==> src/rtl/npc_pkg.sv <==
package npc_pkg;
  typedef logic [1:0] lvl_t;  // 0 N, 1 O, 2 P
  localparam lvl_t LV_N = 2'd0;
  localparam lvl_t LV_O = 2'd1;
  localparam lvl_t LV_P = 2'd2;
  typedef lvl_t [2:0] vec_t;  // [0] phase a
  localparam int NUM_STATES = 27;

  function automatic vec_t mk_vec(lvl_t a, lvl_t b, lvl_t c);
    vec_t v;
    v[0] = a; v[1] = b; v[2] = c;
    return v;
  endfunction

  function automatic vec_t rot60(vec_t v);
    vec_t r;
    r[0] = lvl_t'(2'd2 - v[1]);
    r[1] = lvl_t'(2'd2 - v[2]);
    r[2] = lvl_t'(2'd2 - v[0]);
    return r;
  endfunction

  // sector-0 vectors, slot 0 = A, 1 = B, 2 = C
  function automatic vec_t base_vec(logic [1:0] tri_n, logic [1:0] slot);
    case ({tri_n, slot})
      4'b00_00: return mk_vec(LV_O, LV_O, LV_O);
      4'b00_01: return mk_vec(LV_P, LV_O, LV_O);
      4'b00_10: return mk_vec(LV_P, LV_P, LV_O);
      4'b01_00: return mk_vec(LV_P, LV_O, LV_O);
      4'b01_01: return mk_vec(LV_P, LV_N, LV_N);
      4'b01_10: return mk_vec(LV_P, LV_O, LV_N);
      4'b10_00: return mk_vec(LV_P, LV_O, LV_O);
      4'b10_01: return mk_vec(LV_P, LV_O, LV_N);
      4'b10_10: return mk_vec(LV_P, LV_P, LV_O);
      4'b11_00: return mk_vec(LV_P, LV_P, LV_O);
      4'b11_01: return mk_vec(LV_P, LV_O, LV_N);
      4'b11_10: return mk_vec(LV_P, LV_P, LV_N);
      default:  return mk_vec(LV_O, LV_O, LV_O);
    endcase
  endfunction

  function automatic vec_t pick_vec(logic [2:0] sec, logic [1:0] tri_n, logic [1:0] slot);
    vec_t v;
    v = base_vec(tri_n, slot);
    for (int i = 0; i < 7; i++)
      if (i < int'(sec)) v = rot60(v);
    return v;
  endfunction

  function automatic logic [3:0] gate_enc(lvl_t l);
    case (l)
      LV_P:    return 4'b1100;
      LV_N:    return 4'b0011;
      default: return 4'b0110;
    endcase
  endfunction
endpackage

==> src/rtl/npc_cfg_regs.sv <==
module npc_cfg_regs #(
  parameter int TW = 16,
  parameter int PER_RST = 10000,
  parameter int DEAD_RST = 600
) (
  input  logic          clk_i,
  input  logic          rst_ni,
  input  logic          we_i,
  input  logic [1:0]    addr_i,
  input  logic [TW-1:0] wdata_i,
  output logic [TW-1:0] per_o,
  output logic [TW-1:0] dead_o
);
  localparam logic [TW-1:0] PER_MIN = TW'(2);

  always_ff @(posedge clk_i or negedge rst_ni) begin
    if (!rst_ni) begin
      per_o  <= TW'(PER_RST);
      dead_o <= TW'(DEAD_RST);
    end else if (we_i) begin
      case (addr_i)
        2'd0: per_o  <= (wdata_i < PER_MIN) ? PER_MIN : wdata_i;
        2'd1: dead_o <= wdata_i;
        default: ;
      endcase
    end
  end

  a_r2_per_min: assert property (@(posedge clk_i) disable iff (!rst_ni) per_o >= PER_MIN);
endmodule

==> src/rtl/npc_timebase.sv <==
module npc_timebase #(
  parameter int TW = 16
) (
  input  logic          clk_i,
  input  logic          rst_ni,
  input  logic [TW-1:0] per_i,
  output logic [TW-1:0] cnt_o,
  output logic          wrap_o
);
  assign wrap_o = cnt_o >= per_i - TW'(1);

  always_ff @(posedge clk_i or negedge rst_ni) begin
    if (!rst_ni)     cnt_o <= '0;
    else if (wrap_o) cnt_o <= '0;
    else             cnt_o <= cnt_o + TW'(1);
  end

  a_r2_ovf_single: assert property (@(posedge clk_i) disable iff (!rst_ni) wrap_o |=> !wrap_o);
  a_r2_wrap_zero:  assert property (@(posedge clk_i) disable iff (!rst_ni) wrap_o |=> cnt_o == '0);
endmodule

==> src/rtl/npc_seq.sv <==
module npc_seq
  import npc_pkg::*;
#(
  parameter int TW = 16
) (
  input  logic          clk_i,
  input  logic          rst_ni,
  input  logic          wrap_i,
  input  logic [TW-1:0] cnt_i,
  input  logic [2:0]    sector_i,
  input  logic [1:0]    subtri_i,
  input  logic [TW-1:0] t0_i,
  input  logic [TW-1:0] t1_i,
  input  logic [TW-1:0] t2_i,
  output vec_t          tgt_o
);
  localparam int CW = TW + 3;

  logic [2:0]    sec_q;
  logic [1:0]    tri_q;
  logic [TW-1:0] t0_q, t1_q, t2_q;
  logic [CW-1:0] e0, e1, e2, e3, e4, e5, c;
  logic [1:0]    slot;

  always_ff @(posedge clk_i or negedge rst_ni) begin
    if (!rst_ni) begin
      sec_q <= '0; tri_q <= '0; t0_q <= '0; t1_q <= '0; t2_q <= '0;
    end else if (wrap_i) begin
      sec_q <= sector_i; tri_q <= subtri_i;
      t0_q <= t0_i; t1_q <= t1_i; t2_q <= t2_i;
    end
  end

  always_comb begin
    c  = CW'(cnt_i);
    e0 = CW'(t0_q >> 2);
    e1 = e0 + CW'(t1_q >> 1);
    e2 = e1 + CW'(t2_q >> 1);
    e3 = e2 + CW'(t0_q >> 1);
    e4 = e3 + CW'(t2_q >> 1);
    e5 = e4 + CW'(t1_q >> 1);
    if      (c < e0) slot = 2'd0;
    else if (c < e1) slot = 2'd1;
    else if (c < e2) slot = 2'd2;
    else if (c < e3) slot = 2'd0;
    else if (c < e4) slot = 2'd2;
    else if (c < e5) slot = 2'd1;
    else             slot = 2'd0;
  end

  always_ff @(posedge clk_i or negedge rst_ni) begin
    if (!rst_ni) tgt_o <= mk_vec(LV_O, LV_O, LV_O);
    else         tgt_o <= pick_vec(sec_q, tri_q, slot);
  end

  a_r8_hold_sel: assert property (@(posedge clk_i) disable iff (!rst_ni)
    !wrap_i |=> ($stable(sec_q) && $stable(tri_q) && $stable(t0_q) && $stable(t1_q) && $stable(t2_q)));
endmodule

==> src/rtl/npc_phase_leg.sv <==
module npc_phase_leg
  import npc_pkg::*;
#(
  parameter int TW = 16
) (
  input  logic          clk_i,
  input  logic          rst_ni,
  input  lvl_t          tgt_i,
  input  logic [TW-1:0] dead_i,
  output logic [3:0]    gate_o
);
  lvl_t          cur_q, nxt_q, step;
  logic          busy_q;
  logic [TW-1:0] dt_q;
  logic          upper;

  assign step  = (tgt_i > cur_q) ? lvl_t'(cur_q + 2'd1) : lvl_t'(cur_q - 2'd1);
  assign upper = (cur_q == LV_P) || (nxt_q == LV_P);

  always_ff @(posedge clk_i or negedge rst_ni) begin
    if (!rst_ni) begin
      cur_q <= LV_O; nxt_q <= LV_O; busy_q <= 1'b0; dt_q <= '0;
    end else if (busy_q) begin
      if (dt_q == '0) begin
        busy_q <= 1'b0;
        cur_q  <= nxt_q;
      end else begin
        dt_q <= dt_q - TW'(1);
      end
    end else if (tgt_i != cur_q) begin
      if (dead_i == '0) begin
        cur_q <= step;
      end else begin
        busy_q <= 1'b1;
        nxt_q  <= step;
        dt_q   <= dead_i - TW'(1);
      end
    end
  end

  // hold the changing complementary pair off during dead time
  always_comb begin
    gate_o = gate_enc(cur_q);
    if (busy_q) begin
      if (upper) begin gate_o[3] = 1'b0; gate_o[1] = 1'b0; end
      else       begin gate_o[2] = 1'b0; gate_o[0] = 1'b0; end
    end
  end

  a_r10_pair_excl: assert property (@(posedge clk_i) disable iff (!rst_ni)
    !(gate_o[3] && gate_o[1]) && !(gate_o[2] && gate_o[0]));
  a_r4_no_p_to_n: assert property (@(posedge clk_i) disable iff (!rst_ni)
    (cur_q == LV_P) |=> (cur_q != LV_N));
  a_r4_no_n_to_p: assert property (@(posedge clk_i) disable iff (!rst_ni)
    (cur_q == LV_N) |=> (cur_q != LV_P));
  a_r3_dead_hold: assert property (@(posedge clk_i) disable iff (!rst_ni)
    (busy_q && dt_q != '0) |=> (busy_q && $stable(cur_q)));
endmodule

==> src/rtl/npc_gate_gen.sv <==
module npc_gate_gen
  import npc_pkg::*;
#(
  parameter int TW = 16,
  parameter int PER_RST = 10000,
  parameter int DEAD_RST = 600
) (
  input  logic          clk_i,
  input  logic          rst_ni,
  input  logic          cfg_we_i,
  input  logic [1:0]    cfg_addr_i,
  input  logic [TW-1:0] cfg_wdata_i,
  input  logic [2:0]    sector_i,
  input  logic [1:0]    subtri_i,
  input  logic [TW-1:0] t0_i,
  input  logic [TW-1:0] t1_i,
  input  logic [TW-1:0] t2_i,
  output logic [11:0]   gate_o,
  output logic          ovf_o
);
  logic [TW-1:0] per, dead, cnt;
  vec_t          tgt;

  npc_cfg_regs #(.TW(TW), .PER_RST(PER_RST), .DEAD_RST(DEAD_RST)) u_cfg (
    .clk_i, .rst_ni, .we_i(cfg_we_i), .addr_i(cfg_addr_i), .wdata_i(cfg_wdata_i),
    .per_o(per), .dead_o(dead)
  );

  npc_timebase #(.TW(TW)) u_tb (
    .clk_i, .rst_ni, .per_i(per), .cnt_o(cnt), .wrap_o(ovf_o)
  );

  npc_seq #(.TW(TW)) u_seq (
    .clk_i, .rst_ni, .wrap_i(ovf_o), .cnt_i(cnt), .sector_i, .subtri_i,
    .t0_i, .t1_i, .t2_i, .tgt_o(tgt)
  );

  for (genvar p = 0; p < 3; p++) begin : g_leg
    npc_phase_leg #(.TW(TW)) u_leg (
      .clk_i, .rst_ni, .tgt_i(tgt[p]), .dead_i(dead), .gate_o(gate_o[4*p +: 4])
    );
  end
endmodule

==> config.mk <==
export PLATFORM = sky130hd
export DESIGN_NAME = npc_gate_gen
export DESIGN_NICKNAME = d
export VERILOG_FILES = /design/src/rtl/npc_pkg.sv /design/src/rtl/npc_cfg_regs.sv /design/src/rtl/npc_timebase.sv /design/src/rtl/npc_seq.sv /design/src/rtl/npc_phase_leg.sv /design/src/rtl/npc_gate_gen.sv
export SDC_FILE = /design/constraint.sdc
export NUM_CORES = 1
export LEC_CHECK = 0
export ABC_AREA = 1
export CORE_UTILIZATION = 55
export DETAILED_ROUTE_END_ITERATION = 10
export GPL_ROUTABILITY_DRIVEN = 0
export GPL_TIMING_DRIVEN = 0
export PLACE_DENSITY = 0.89
export SYNTH_ARGS = -nofsm -noshare
export SYNTH_HDL_FRONTEND = slang
export SYNTH_SLANG_ARGS = --single-unit
==> constraint.sdc <==
create_clock -name clk_i -period 7.64 [get_ports clk_i]
set_input_delay 1.528 -clock clk_i [delete_from_list [all_inputs] [get_ports clk_i]]
set_output_delay 1.528 -clock clk_i [all_outputs]
set_load 0.05 [all_outputs]
Word level (Yosys, flattened, before mapping)
Memory sizes are Yosys's and may differ from the RTL's.
Index checks and enable logic that the tools add are counted.
{ "totals": {"regBits": 170, "mem_bits_ro": 80, "input_bits": 74, "out_inout_bits": 13, "elab_cells": 199, "memories": 1} }
{ "classes": {"n_addsub": 38, "n_lt_le_gt_ge": 18, "n_eq_ne": 19, "mux": 68, "bitwise_logic": 4, "n_reduce_logical": 28} }
{ "memory_table": {"columns": ["name", "words", "width", "rd", "rd_clocked_by_memory_dff", "wr", "line_no", "text"], "rows": [
  ["(no name shown)", 16, 5, 1, 0, 0, "npc_pkg.sv:25", "case ({tri_n, slot})"]
]} }
{ "ops": {"columns": ["cell", "n"], "rows": [
  ["$mux W16", 12],
  ["$lt A16 B19 Y1", 5],
  ["$sub A16 B1 Y16 const B", 5],
  ["$add A19 B15 Y19", 4],
  ["$logic_not A16 Y1", 4],
  ["$mux W6", 7],
  ["$sub A2 B2 Y2 const A", 21],
  ["$mux W2", 20],
  ["$reduce_and A3 Y1", 9],
  ["$pmux W4 S2", 3],
  ["$mux W1", 23],
  ["$add A14 B15 Y16", 1],
  ["$add A16 B1 Y16 const B", 1],
  ["$ge A16 B16 Y1", 1],
  ["$lt A16 B14 Y1", 1],
  ["$lt A16 B2 Y1 const B", 1],
  ["$eq A2 B2 Y1 const B", 6],
  ["$mux W4", 3],
  ["$ne A2 B2 Y1 const B", 6],
  ["$reduce_bool A2 Y1", 6],
  ["$lt A3 B3 Y1 const A", 3],
  ["$logic_not A2 Y1", 4],
  ["$add A2 B1 Y2 const B", 3],
  ["$gt A2 B2 Y1", 3],
  ["other kinds (9)", 23]
]} }

Logic depth before layout (Yosys ltp)
An unclocked memory read counts as a cell.
{ "logic_depth": {"ltp_word": 27, "mapped_depth": 75, "ltp_nobuf": 75} }

By module
Synthesis repeated with hierarchy kept, for this count alone.
{ "hier_totals": {"cells_unflattened": 2501, "area_unflattened_um2": 17590.6} }
{ "by_module_without_submodules": {"columns": ["module", "instances", "cells_per_inst", "area_per_inst_um2", "seq_area_each_um2"], "rows": [
  ["npc_seq", 1, 1232, 8707.1, 1405.1],
  ["npc_phase_leg", 3, 303, 1983.2, 528.0],
  ["npc_timebase", 1, 222, 1612.8, 400.4],
  ["npc_cfg_regs", 1, 138, 1321.3, 812.0]
]} }

Worst setup path after synthesis
No wires, ideal clock.
{ "synth_timing": {"kind": "flip-flop to flip-flop", "start": "register u_seq.t1_q[1]", "end": "register u_seq.tgt_o[5] (netlist name)", "setup_ps": 118, "t_arrival_ps": 8330, "t_required_ps": 7522, "slack_ps": -807, "path_stages_with_launch": 72, "n_path_buf": 0, "synth_period_minus_slack_ps": 8447, "path_cell_list": "dfrtp_1 -> ha_1 -> fa_1 -> nand3_1 -> nand2_1 -> a21oi_1 -> o21bai_1 -> a21oi_1 -> o21bai_1 -> nand2_1 -> nand2_1 -> a21oi_1 -> xor2_1 -> inv_1 -> ha_1 -> nand2_1 -> nor2_1 -> inv_1 -> [... 36 more ...] -> inv_1 -> nor2_1 -> a21oi_1 -> inv_1 -> nand2_1 -> nand3_1 -> nand3_1 -> nand3_2 -> nand2_1 -> nand2_1 -> nand3_2 -> nand2_1 -> nand2_1 -> nand3_2 -> nand2_1 -> nand2_1 -> nand3_1 -> nand2_1"} }
{ "synth_between": {"elab_chain_len": 27, "elab_cells_between_ends": 42, "cone_classes": "add/sub: 23; order compare: 5; mux: 13; memory: 1"} }
{ "synth_rtl": {"columns": ["item", "line_no", "text"], "rows": [
  ["from (decl)", "npc_seq.sv:21", "logic [TW-1:0] t0_q, t1_q, t2_q;"],
  ["from (signal assigned)", "npc_seq.sv:30", "t0_q <= t0_i; t1_q <= t1_i; t2_q <= t2_i;"],
  ["$add A14 B15 Y16", "npc_seq.sv:37", "e1 = e0 + CW'(t1_q >> 1);"],
  ["$add A19 B15 Y19", "npc_seq.sv:38", "e2 = e1 + CW'(t2_q >> 1);"],
  ["$add A19 B15 Y19", "npc_seq.sv:39", "e3 = e2 + CW'(t0_q >> 1);"],
  ["$add A19 B15 Y19", "npc_seq.sv:40", "e4 = e3 + CW'(t2_q >> 1);"],
  ["$add A19 B15 Y19", "npc_seq.sv:41", "e5 = e4 + CW'(t1_q >> 1);"],
  ["$lt A16 B19 Y1", "npc_seq.sv:47", "else if (c < e5) slot = 2'd1;"],
  ["$mux W1", "npc_seq.sv:47", null],
  ["$mux W2", "npc_seq.sv:46", "else if (c < e4) slot = 2'd2;"],
  ["[... 11 more ...]", null, null],
  ["$sub A2 B2 Y2", "npc_pkg.sv:19", "r[2] = lvl_t'(2'd2 - v[0]);"],
  ["$mux W6 (*)", "npc_pkg.sv:46", "if (i < int'(sec)) v = rot60(v);"],
  ["$sub A2 B2 Y2", "npc_pkg.sv:18", "r[1] = lvl_t'(2'd2 - v[2]);"],
  ["$mux W6 (*)", "npc_pkg.sv:46", null],
  ["$sub A2 B2 Y2", "npc_pkg.sv:17", "r[0] = lvl_t'(2'd2 - v[1]);"],
  ["$mux W6 (*)", "npc_pkg.sv:46", null],
  ["$sub A2 B2 Y2", "npc_pkg.sv:19", null],
  ["$mux W6 (*)", "npc_pkg.sv:46", null],
  ["to (signal assigned)", "npc_seq.sv:52", "if (!rst_ni) tgt_o <= mk_vec(LV_O, LV_O, LV_O);"],
  ["to (signal assigned)", "npc_seq.sv:53", "else tgt_o <= pick_vec(sec_q, tri_q, slot);"],
  ["to (decl)", "npc_seq.sv:15", "output vec_t tgt_o"]
]} }
Mark *: on every way between the ends. The rest lies on a longest branch, timed or not.
A chain may end at the register's enable or synchronous reset.

Final worst setup path
{ "layout_timing": {"start": "register u_seq.t1_q[1]", "end": "register u_seq.tgt_o[3] (netlist name)"} }
{ "layout_between": {"elab_chain_len": 27, "elab_cells_between_ends": 42, "cone_classes": "add/sub: 23; order compare: 5; mux: 13; memory: 1"} }
{ "layout_rtl": {"columns": ["item", "line_no"], "rows": [
  ["$add A14 B15 Y16", "npc_seq.sv:37"],
  ["$add A19 B15 Y19", "npc_seq.sv:38"],
  ["$add A19 B15 Y19", "npc_seq.sv:39"],
  ["$add A19 B15 Y19", "npc_seq.sv:40"],
  ["$add A19 B15 Y19", "npc_seq.sv:41"],
  ["$lt A16 B19 Y1", "npc_seq.sv:47"],
  ["$mux W1", "npc_seq.sv:47"],
  ["$mux W2", "npc_seq.sv:46"],
  ["[... 11 more ...]", null],
  ["$sub A2 B2 Y2", "npc_pkg.sv:18"],
  ["$mux W6 (*)", "npc_pkg.sv:46"],
  ["$sub A2 B2 Y2", "npc_pkg.sv:17"],
  ["$mux W6 (*)", "npc_pkg.sv:46"],
  ["$sub A2 B2 Y2", "npc_pkg.sv:19"],
  ["$mux W6 (*)", "npc_pkg.sv:46"],
  ["$sub A2 B2 Y2", "npc_pkg.sv:18"],
  ["$mux W6 (*)", "npc_pkg.sv:46"]
]} }
Marked as above.

==> results.toml <==
[cells_and_area]
stdcell_area_um2 = 18900
diodes = 0
finalNetCount = 2565
drive_gt1_share_pct = 16.4
final_core_util_pct = 67.9
syn_to_final_growth_pct = 21.3

[grt]
grt_pass1_vias = 16000
grt_pass1_wl_um = 75100
grt_use_total_pct = 32.9
grt_max_degree = 101
antenna_found_initial = 0
overflow = 0

[route]
routed_via_density = 6.13
initialDrtViolationCount = 1868
dr_total_vias = 16400
drt-total-wl_um = 50500
drc = 0
ant_nets = 0
drt_pass1_iterations = 7
wl_per_cell_um = 18.9

[worst_setup_path]
worst_ep_required_time_ps = 7990
reg2reg_from = "u_seq.t1_q[1]"
crit_fanout = 5
r2r_end = "u_seq.tgt_o[3]"
critical_path_class = "reg2reg"
reg2reg_depth = 62
arrival_ps = 9850
start_kind = "flop"
reg2reg_slack_ps = -1860
critPathMaxStageDelay_ps = 450
end_kind = "flop"
endpoint = "u_seq.tgt_o[3]"
slowest_stage = "dfrtp_2"
cp_common_cell = "nand2_2"
cp-startpoint = "u_seq.t1_q[1]"

[clock_tree]
cts_buffers = 17
clk_pin_slew_ps = 70
clk_latency_ps = 470
cts_tree = "yes"
htree_levels = 4
cts.sinks = 167
clockBufferDepth = 2
clockRootBuffer = "clkbuf_16"

[logic_synthesis]
synth_edf_count = 0
async_reset_ff_share_pct = 100
syn_inst = 2126
synth_top_family_by_area = "simple AND/OR/NAND/NOR gates"
synth_xor_area_share_pct = 6.18
yosys_most_used_dff = "dfrtp_1"
syn_area_per_cell_um2 = 7.34
synth_area_leader_cell = "dfrtp_1"
synthesis.nets = 2405
ys_seq_area_share_pct = 26.9
synth_cell_types = 59
synth_area_um2 = 15600
synth_fa_ha_area_share_pct = 16.7
synthMuxAreaShare_pct = 2.45
yosysMostFrequentCell = "nand2_1"
synth-simple-area-share_pct = 24.0
yosys_warnings = 0
synth_top_area_share_pct = 23.9
synth_compound_area_share_pct = 14.9
ys_top_cells_by_count = "nand2_1, inv_1, ha_1, nor2_1, o21ai_0"
synth_area_leaders = "dfrtp_1, ha_1, nand2_1"
synth_seq_cells = 167

[timing]
relSlewSlack_pct = 28.4
min_period_ps = 9500
fin_crit_sh_pct = 124
tightest_slew_ps = 1070
timing.final.ws_setup_ps = -1860
fin_setup_tns_ps = -10240
fmax_mhz = 105
setup_violations = 6
rsz0062_at_grt = "true"
clock_skew_ps = 10.2
maxSlewViolCount = 0
hold_viol = 0

[floorplanning]
placementRows = 61
initial_utilization_pct = 56.0
die_y_um = 170
coreArea_um2 = 27900
die_width_um = 170
io_pins = 87
die_area_um2 = 29000

[placed_design]
dpl_cell_area_um2 = 17000
portBuffers = 83
dp_slack_ps = -1760
dp_hpwl_um = 32000

[run_status]
status = "finished, violations left"
failed_checks = "negative setup slack"

[job]
drv_cap = 0

[min_path]
min_path_type = "reg2reg"
[state kept, by name (all words and copies together), names as in the netlist]
signal              count
u_seq.sec_q             3
g_leg.u_leg.dt_q       48
g_leg.u_leg.busy_q      3
u_seq.tgt_o             6
u_cfg.dead_o           16
g_leg.u_leg.cur_q       6
g_leg.u_leg.nxt_q       6
u_seq.t1_q             15
u_cfg.per_o            16
u_seq.tri_q             2
u_tb.cnt_o             16
u_seq.t0_q             15
u_seq.t2_q             15
[cells by family (layout without fill, tap and decap cells)]
logic type / after synthesis / after routing
AOI/OAI and AO/OA: 394 / 394
adders and majority gates: 205 / 205
muxes: 34 / 34
buffers and inverters: 364 / 537
and+or+nand+nor: 852 / 852
DFF: 167 / 167
xor gates and xnor gates: 110 / 110
[critical path, delay by kind of cell (launching register included)]
| family | cells | cell delay, ps |
|---|---|---|
| xor gates and xnor gates | 6 | 1200 |
| buffers and inverters | 6 | 650 |
| AOI/OAI and AO/OA | 10 | 1640 |
| adders and majority gates | 8 | 2370 |
| and+or+nand+nor | 32 | 3080 |
| DFF | 1 | 450 |
[per-layer routing]
layer | track usage [%] | vias up | share of wire [%]
li1 | - | 7346 | -
met1 | 35.8 | 7555 | 34
met2 | 56.9 | 1109 | 46
met3 | 7.00 | 397 | 11
met4 | 23.5 | 0 | 9.0
met5 | 0 | - | 0
[how the worst min path moves through the flow]
stage	start	slack (ps)	end	cells past startpoint
finish	g_leg[1].u_leg.nxt_q[0]	500	g_leg[1].u_leg.nxt_q[0]	2
global route	g_leg[0].u_leg.nxt_q[0]	520	g_leg[0].u_leg.nxt_q[0]	2
CTS	g_leg[1].u_leg.nxt_q[0]	500	g_leg[1].u_leg.nxt_q[0]	2
detailed placement	g_leg[1].u_leg.nxt_q[0]	490	g_leg[1].u_leg.nxt_q[0]	2
global placement	g_leg[2].u_leg.nxt_q[0]	490	g_leg[2].u_leg.nxt_q[0]	2
floorplan	u_tb.cnt_o[0]	470	u_tb.cnt_o[0]	1
[metrics by stage]
step,std cells,hold slack (ps)
5_1_grt,2677,518
3_3_place_gp,2587,490
6_report,2677,499
2_1_floorplan,2126,469
3_5_place_dp,2588,493
4_1_cts,2665,504
[what timing repair did]
item | CTS | global route
hold buffers | 0 | 0
gates resized for setup | 103 | 73
pin swaps | 63 | 66
setup buffers | 45 | 13
hold endpoints to repair | 0 | 0
endpoints found under the setup margin | 6 | 6
[placed cells by master, fill, tap and decap left out, types with 6 or more instances in the layout]
cell / netlist / layout
nor3_1: 35 / 32
o211ai_1: 19 / 19
nor3b_1: 8 / 8
a21o_1: 14 / 14
ha_4: 0 / 23
nor2_2: 4 / 8
nand2_1: 441 / 406
inv_1: 317 / 306
o21ai_0: 155 / 143
nand3_4: 3 / 7
o21bai_1: 16 / 12
clkbuf_1: 36 / 37
dfrtp_1: 149 / 147
dfstp_2: 18 / 18
xor2_1: 79 / 68
nor4_1: 8 / 8
buf_4: 0 / 57
nand4_1: 27 / 27
a31o_2: 6 / 6
mux2_2: 34 / 34
nand3_1: 101 / 85
nor2_1: 170 / 165
inv_2: 8 / 16
nand2_4: 5 / 19
a21oi_4: 2 / 7
a21oi_2: 6 / 18
o21ai_1: 6 / 12
nand2_2: 34 / 55
xnor2_1: 31 / 27
o21ai_2: 4 / 8
o21a_1: 6 / 6
nand3_2: 7 / 19
xor2_2: 0 / 9
a21oi_1: 108 / 91
clkdlybuf4s50_1: 0 / 82
a31oi_1: 18 / 16
ha_1: 200 / 173
clkbuf_16: 0 / 17
[cell type report]
type / count / area (um^2)
clock buffer: 19 / 443
tap: 378 / 473
multi-input combinational: 1595 / 11000
sequential: 167 / 4200
inverter: 327 / 1240
fill: 1913 / 8930
timing repair buffer: 141 / 1290
buffer: 37 / 146
clock inverter: 13 / 165
Power is left out: the tool's default activity adds up to more than one toggle a clock period on the data nets, which glitch-free logic cannot reach.
